`src/rtl/mtb_pkg.sv`:
```
package mtb_pkg;
  localparam int ADDR_W = 5;
  localparam int DATA_W = 16;

  localparam logic [5:0] OPC_READ  = 6'b100110;
  localparam logic [5:0] OPC_WRITE = 6'b100101;
  localparam logic [DATA_W-1:0] ABORT_DATA = '1;

  typedef enum logic [1:0] {
    CK_NONE  = 2'd0,
    CK_READ  = 2'd1,
    CK_WRITE = 2'd2
  } cmd_kind_e;

  function automatic cmd_kind_e cmd_kind(input logic [DATA_W-1:0] w);
    case (w[15:10])
      OPC_READ:  return CK_READ;
      OPC_WRITE: return CK_WRITE;
      default:   return CK_NONE;
    endcase
  endfunction

  function automatic logic [ADDR_W-1:0] cmd_dev(input logic [DATA_W-1:0] w);
    return w[9:5];
  endfunction

  function automatic logic [ADDR_W-1:0] cmd_reg(input logic [DATA_W-1:0] w);
    return w[4:0];
  endfunction

  function automatic logic [DATA_W-1:0] cmd_readback(input logic busy,
                                                     input logic [DATA_W-1:0] w);
    return {busy, w[DATA_W-2:0]};
  endfunction
endpackage

```
`src/rtl/mtb_host_decode.sv`:
```
module mtb_host_decode
  import mtb_pkg::*;
(
  input  logic [ADDR_W-1:0] strap,
  input  logic              req,
  input  logic [ADDR_W-1:0] dev,
  input  logic [ADDR_W-1:0] regn,
  output logic              direct_go,
  output logic              local_hit,
  output logic              sel_cmd,
  output logic              sel_data
);
  localparam logic [ADDR_W-1:0] REG_CMD  = ADDR_W'(0);
  localparam logic [ADDR_W-1:0] REG_DATA = ADDR_W'(1);

  logic strap_zero;
  assign strap_zero = (strap == '0);
  assign direct_go  = req && strap_zero;
  assign local_hit  = req && !strap_zero && (dev == strap);
  assign sel_cmd    = local_hit && (regn == REG_CMD);
  assign sel_data   = local_hit && (regn == REG_DATA);
endmodule

```
`src/rtl/mtb_wait_timer.sv`:
```
module mtb_wait_timer #(
  parameter int LIMIT = 8
) (
  input  logic clk,
  input  logic rst_n,
  input  logic start,
  input  logic active,
  output logic expire
);
  localparam int CW = $clog2(LIMIT + 1);
  logic [CW-1:0] cnt_q;

  always_ff @(posedge clk or negedge rst_n) begin
    if (!rst_n)      cnt_q <= '0;
    else if (start)  cnt_q <= '0;
    else if (active) cnt_q <= cnt_q + 1'b1;
  end

  assign expire = active && (cnt_q == CW'(LIMIT - 1));
endmodule

```
`src/rtl/mtb_tunnel_regs.sv`:
```
module mtb_tunnel_regs
  import mtb_pkg::*;
(
  input  logic              clk,
  input  logic              rst_n,
  input  logic              cmd_wr,
  input  logic              data_wr,
  input  logic [DATA_W-1:0] wdata,
  input  logic              done,
  input  logic              done_load,
  input  logic [DATA_W-1:0] done_val,
  output logic              busy_q,
  output logic [DATA_W-1:0] cmd_q,
  output logic [DATA_W-1:0] data_q,
  output logic              accept,
  output cmd_kind_e         accept_kind
);
  assign accept_kind = cmd_kind(wdata);
  assign accept      = cmd_wr && !busy_q && (accept_kind != CK_NONE);

  always_ff @(posedge clk or negedge rst_n) begin
    if (!rst_n) begin
      busy_q <= 1'b0;
      cmd_q  <= '0;
    end else if (accept) begin
      busy_q <= 1'b1;
      cmd_q  <= wdata;
    end else if (done) begin
      busy_q <= 1'b0;
    end
  end

  // Completion has priority over a simultaneous host write.
  always_ff @(posedge clk or negedge rst_n) begin
    if (!rst_n)                  data_q <= '0;
    else if (done && done_load)  data_q <= done_val;
    else if (data_wr)            data_q <= wdata;
  end
endmodule

```
`src/rtl/mgmt_tunnel_bridge.sv`:
```
module mgmt_tunnel_bridge
  import mtb_pkg::*;
#(
  parameter int BUSY_LIMIT = 8
) (
  input  logic              clk,
  input  logic              rst_n,
  input  logic [ADDR_W-1:0] strap_addr,
  input  logic              host_req,
  input  logic              host_we,
  input  logic [ADDR_W-1:0] host_dev,
  input  logic [ADDR_W-1:0] host_reg,
  input  logic [DATA_W-1:0] host_wdata,
  output logic              host_ack,
  output logic [DATA_W-1:0] host_rdata,
  output logic              rf_req,
  output logic              rf_we,
  output logic [ADDR_W-1:0] rf_dev,
  output logic [ADDR_W-1:0] rf_reg,
  output logic [DATA_W-1:0] rf_wdata,
  input  logic              rf_ack,
  input  logic [DATA_W-1:0] rf_rdata
);
  logic direct_go, local_hit, sel_cmd, sel_data;
  logic busy_q, dir_pend, wait_rd_q;
  logic [DATA_W-1:0] cmd_q, data_q;
  cmd_kind_e accept_kind;

  // Named internal events
  logic evt_accept, evt_direct, evt_start, evt_finish, evt_abort;
  logic waiting, expire;
  logic [DATA_W-1:0] fin_val;

  mtb_host_decode u_dec (
    .strap     (strap_addr),
    .req       (host_req),
    .dev       (host_dev),
    .regn      (host_reg),
    .direct_go (direct_go),
    .local_hit (local_hit),
    .sel_cmd   (sel_cmd),
    .sel_data  (sel_data)
  );

  assign evt_direct = direct_go && !dir_pend;
  assign evt_start  = evt_accept || evt_direct;
  assign waiting    = busy_q || dir_pend;
  assign evt_finish = waiting && (rf_ack || expire);
  assign evt_abort  = evt_finish && !rf_ack;
  assign fin_val    = rf_ack ? rf_rdata : ABORT_DATA;

  mtb_wait_timer #(.LIMIT(BUSY_LIMIT)) u_tmr (
    .clk    (clk),
    .rst_n  (rst_n),
    .start  (evt_start),
    .active (waiting),
    .expire (expire)
  );

  mtb_tunnel_regs u_regs (
    .clk         (clk),
    .rst_n       (rst_n),
    .cmd_wr      (sel_cmd && host_we),
    .data_wr     (sel_data && host_we),
    .wdata       (host_wdata),
    .done        (evt_finish && busy_q),
    .done_load   (wait_rd_q),
    .done_val    (fin_val),
    .busy_q      (busy_q),
    .cmd_q       (cmd_q),
    .data_q      (data_q),
    .accept      (evt_accept),
    .accept_kind (accept_kind)
  );

  // Internal register port and wait bookkeeping
  always_ff @(posedge clk or negedge rst_n) begin
    if (!rst_n) begin
      rf_req    <= 1'b0;
      rf_we     <= 1'b0;
      rf_dev    <= '0;
      rf_reg    <= '0;
      rf_wdata  <= '0;
      dir_pend  <= 1'b0;
      wait_rd_q <= 1'b0;
    end else begin
      rf_req <= evt_start;
      if (evt_accept) begin
        rf_we     <= (accept_kind == CK_WRITE);
        rf_dev    <= cmd_dev(host_wdata);
        rf_reg    <= cmd_reg(host_wdata);
        rf_wdata  <= data_q;
        wait_rd_q <= (accept_kind == CK_READ);
      end else if (evt_direct) begin
        rf_we     <= host_we;
        rf_dev    <= host_dev;
        rf_reg    <= host_reg;
        rf_wdata  <= host_wdata;
        wait_rd_q <= !host_we;
      end
      if (evt_direct)                  dir_pend <= 1'b1;
      else if (evt_finish && dir_pend) dir_pend <= 1'b0;
    end
  end

  // Host response
  always_ff @(posedge clk or negedge rst_n) begin
    if (!rst_n) begin
      host_ack   <= 1'b0;
      host_rdata <= '0;
    end else begin
      host_ack <= local_hit || (evt_finish && dir_pend);
      if (evt_finish && dir_pend)
        host_rdata <= wait_rd_q ? fin_val : '0;
      else if (sel_cmd && !host_we)
        host_rdata <= cmd_readback(busy_q, cmd_q);
      else if (sel_data && !host_we)
        host_rdata <= data_q;
      else
        host_rdata <= '0;
    end
  end
endmodule

```
`config.mk`:
```
export PLATFORM = sky130hd
export DESIGN_NAME = mgmt_tunnel_bridge
export DESIGN_NICKNAME = d
export VERILOG_FILES = /design/src/rtl/mtb_pkg.sv /design/src/rtl/mtb_host_decode.sv /design/src/rtl/mtb_wait_timer.sv /design/src/rtl/mtb_tunnel_regs.sv /design/src/rtl/mgmt_tunnel_bridge.sv
export SDC_FILE = /design/constraint.sdc
export NUM_CORES = 1
export LEC_CHECK = 0
export CORE_MARGIN = 2
export CORE_UTILIZATION = 40
export CTS_CLUSTER_DIAMETER = 30
export CTS_CLUSTER_SIZE = 28
export DETAILED_ROUTE_END_ITERATION = 12
export GPL_ROUTABILITY_DRIVEN = 1
export GPL_TIMING_DRIVEN = 0
export PLACE_DENSITY = 0.69
export SYNTH_ARGS = -nofsm -noshare
export SYNTH_HDL_FRONTEND = slang
export SYNTH_SLANG_ARGS = --single-unit
```
`constraint.sdc`:
```
create_clock -name clk -period 1.8 [get_ports clk]
set_clock_uncertainty 0.15 [all_clocks]
set_input_delay 0.27 -clock clk [delete_from_list [all_inputs] [get_ports clk]]
set_output_delay 0.27 -clock clk [all_outputs]
set_load 0.02 [all_outputs]
```
==> results by group <==
Floorplan
  – Floorplan row count: 36
  – Die width: 105 µm
  – Top Ports: 97
  – Die ar.: 11000 µm²
  – Die H: 105 µm
  – Core area: 9820 µm²
  – Initial Utilization: 0.414

Place
  – Detail Placement HPWL: 8.82 mm
  – GPL Wtd Cong: 0.893
  – Area after DPL: 5280 µm²
  – DP Cell Count: 637
  – IO buf count: 95

Setup path
  – Crit-path max FO: 10
  – Levels on crit path: 4
  – Crit path max-delay family: buffers and inverters
  – Slowest-stage cell, CP: clkbuf_1
  – CP Launch Type: flip-flop
  – Internal reg-to-reg setup slack: -0.01 ns
  – R2R depth: 4
  – Kind of critical path: flip-flop to flip-flop
  – Crit end category: flip-flop
  – Slowest cell delay on critical path: 0.49 ns
  – RR Startpoint: wait_rd_q
  – Bufs and invs on worst path: 1
  – Worst path cell trace: clkbuf_1, and3_2, a31oi_1, a21oi_1
  – Crit path arrival time: 1.94 ns
  – Worst EP required: 1.93 ns
  – Worst r2r dst: u_regs.data_q[2]

Logic synthesis
  – Synth Area in XOR/XNOR: 0.0173
  – Post-Synth Simple-Gate Area: 0.179
  – Post-Syn Instances: 408
  – #FFs+latches synth: 83
  – Yosys warns: 0
  – Net count after synthesis: 461
  – Largest cells by area after synthesis: dfrtp_1 51%, mux2i_1 6.2%, nand2_1 3.6%
  – Post-synth EDFFs: 0
  – Async SR Flop Fraction: 1.00
  – Sequential share of the synthesized area: 0.511
  – Adder-cell share of the synthesized area: 0.00308
  – Multiplexer share of the synthesized area: 0.0616
  – Top cell type's share of synthesized area: 0.511
  – Post-synth top flop: dfrtp_1
  – Compound-Gate Fraction of Synth Area: 0.177
  – Cell area after synthesis: 4060 µm²
  – Dominant cell type by area after synthesis: dfrtp_1
  – Syn_area_per_cell: 9.95 µm²
  – Largest family of logic cells by synthesized area: simple AND/OR/NAND/NOR gates
  – Library cells used by synthesis: 45

Timing
  – Worst setup margin: -0.0125 ns
  – Tmin final: 1.81 ns
  – Max-slew violations: 0
  – Final setup vio count: 4
  – Endpoints failing hold: 0
  – Rel. slew slack: 0.527
  – Fmax: 552 MHz
  – Worst Tran Pin Value: 0.710 ns
  – Crit share post-route: 1.01
  – RSZ-0062 raised after global routing: yes

Routing
  – Vias: 3887
  – Final antenna-violating net count: 0
  – Mean routed wirelength per cell: 20.6 µm
  – Initial DRC count: 305
  – Drt pass-1 iters: 5
  – # DRC: 0
  – DR vias/cell: 5.75
  – Routed Wire Length: 13.9 mm

Finish
  – Share of cells above drive strength 1: 0.228
  – Number of nets in the layout: 592
  – Area of the multi-input gates: 2090 µm²
  – Largest regs: host_rdata x16, rf_wdata x16, u_regs.data_q x16
  – Register area: 2080 µm²
  – Area grow syn2layout: 50.8%
  – Final Cell Area: 6120 µm²
  – Ant. Diodes: 0
  – Filler cell count: 823
  – Non-filler instance count after layout: 676

Hold path
  – Min-Delay Path Depth: 3
  – Worst Hold End: u_regs.data_q[12]
  – Worst Hold Class: input port to flip-flop
  – HP Start: host_wdata[12]

GRT
  – Total grt overflow: 0
  – Largest net degree at the start of global routing: 54
  – Vias in the first global route: 3857
  – Gr usage total: 0.245
  – First-pass GRT wire length: 21.0 mm
  – Initial antenna violation count: 0

Clocking
  – Depth of the CTS H-tree: 3
  – Clock Latency Late Sink: 0.36 ns
  – CTS tree: done
  – Total CTS buffers: 9
  – Clk sink count: 83
  – Clock slew at reported path FFs: 0.09 ns
  – CTS root buffer: clkbuf_8
  – Max clock buf depth: 2

Flow run
  – Total of max-cap violations: 0

Pwr
  – PwrDens: 753 nW/µm²
  – VDD IR max: 0.000445 V
  – Leakage: 0.00276 µW

Status
  – Status: finished, violations left
  – Failing checks: setup timing
cell families after synthesis:
kind of cell | Yosys count
buf+inv | 41
simple gates | 139
mux | 25
flops | 83
compound gates | 111
xor+xnor | 8
fa+ha+maj | 1
synthesized netlist by cell type (all sizes together) (4+ instances only):
cell,count
a22oi,8
xor2,5
inv,12
a21oi,20
nand2,39
and4,4
nand3,25
dfrtp,83
mux2i,25
clkbuf,17
a22o,6
o31ai,16
nand2b,17
a21o,9
buf,12
and2,8
a31oi,17
nor2,32
o21ai,30
per-layer routing:
metal | up-vias | global-route usage | share of wire
met5 | - | 0 | 0
met4 | 0 | 0.0857 | 0.033
met3 | 38 | 0.0524 | 0.088
met2 | 228 | 0.391 | 0.47
met1 | 1912 | 0.331 | 0.41
li1 | 1709 | - | -
per-stage QoR:
step | utilization | worst slack, ns | setup TNS, ns | hold WS, ns | total power [µW]
after floorplan | - | -0.253 | -7.68 | -0.176 | 2650
after global placement | 0.535 | -2.72 | -300.40 | 0.300 | 3180
after detailed placement | 0.538 | -1.18 | -75.09 | 0.0943 | 3200
after CTS | 0.591 | -0.0206 | -0.0749 | 0.178 | 4540
after global routing | 0.624 | -0.0794 | -0.734 | 0.0820 | 4800
final | 0.624 | -0.0125 | -0.0178 | 0.0775 | 4610
area by class of cell:
class / count / area share
buffer: 25 / 0.0427
clock inverter: 4 / 0.00858
sequential: 83 / 0.339
timing repair buffer: 124 / 0.212
tap: 133 / 0.0272
inverter: 12 / 0.00817
multi-input combinational: 284 / 0.341
clock buffer: 11 / 0.0215
worst max path at each step:
stage | startpoint | endpoint | slack, ns
floorplan | strap_addr[4] | rf_wdata[15] | -0.25
global placement | rst_n | rf_wdata[11] | -2.72
detailed placement | host_wdata[12] | rf_dev[1] | -1.18
CTS | u_tmr.cnt_q[0] | host_rdata[4] | -0.02
global route | strap_addr[2] | rf_dev[1] | -0.08
finish | wait_rd_q | u_regs.data_q[2] | -0.01
worst register-to-register path, cell delays in order (launching register included):
cell,delay [ns]
dfrtp_1,0.34
clkbuf_1,0.49
and3_2,0.47
a31oi_1,0.07
a21oi_1,0.20
placed cells by master, fill, tap and decap left out, types with 7 or more instances in the layout:
cell type	n
inv_1	11
o31ai_4	7
buf_6	7
clkbuf_8	15
dfrtp_1	82
o21ai_1	10
buf_4	21
dlygate4sd2_1	10
mux2i_1	25
a22oi_1	7
clkdlybuf4s50_1	70
nand3_2	11
a21o_1	9
nand3_1	14
nand2b_1	17
nor2_1	29
a21oi_1	18
o31ai_2	9
clkbuf_1	7
nand2_1	39
a31oi_1	17
o21ai_0	19
timing repair:
action / CTS / global route
gates cloned: 2 / 4
hold buffers: 1 / 0
hold endpoints to repair: 30 / 0
endpoints found under the setup margin: 83 / 72
buffers inserted: 13 / 8
resized for setup: 91 / 49
pin swaps: 13 / 14
power breakdown:
group / internal (µW) / total, µW / switching, µW
Combinational: 538 / 1110 / 573
Sequential: 2040 / 2160 / 117
Clock: 635 / 1340 / 705
Total: 3220 / 4610 / 1390
Note: power is estimated with default switching activity, not from simulation.
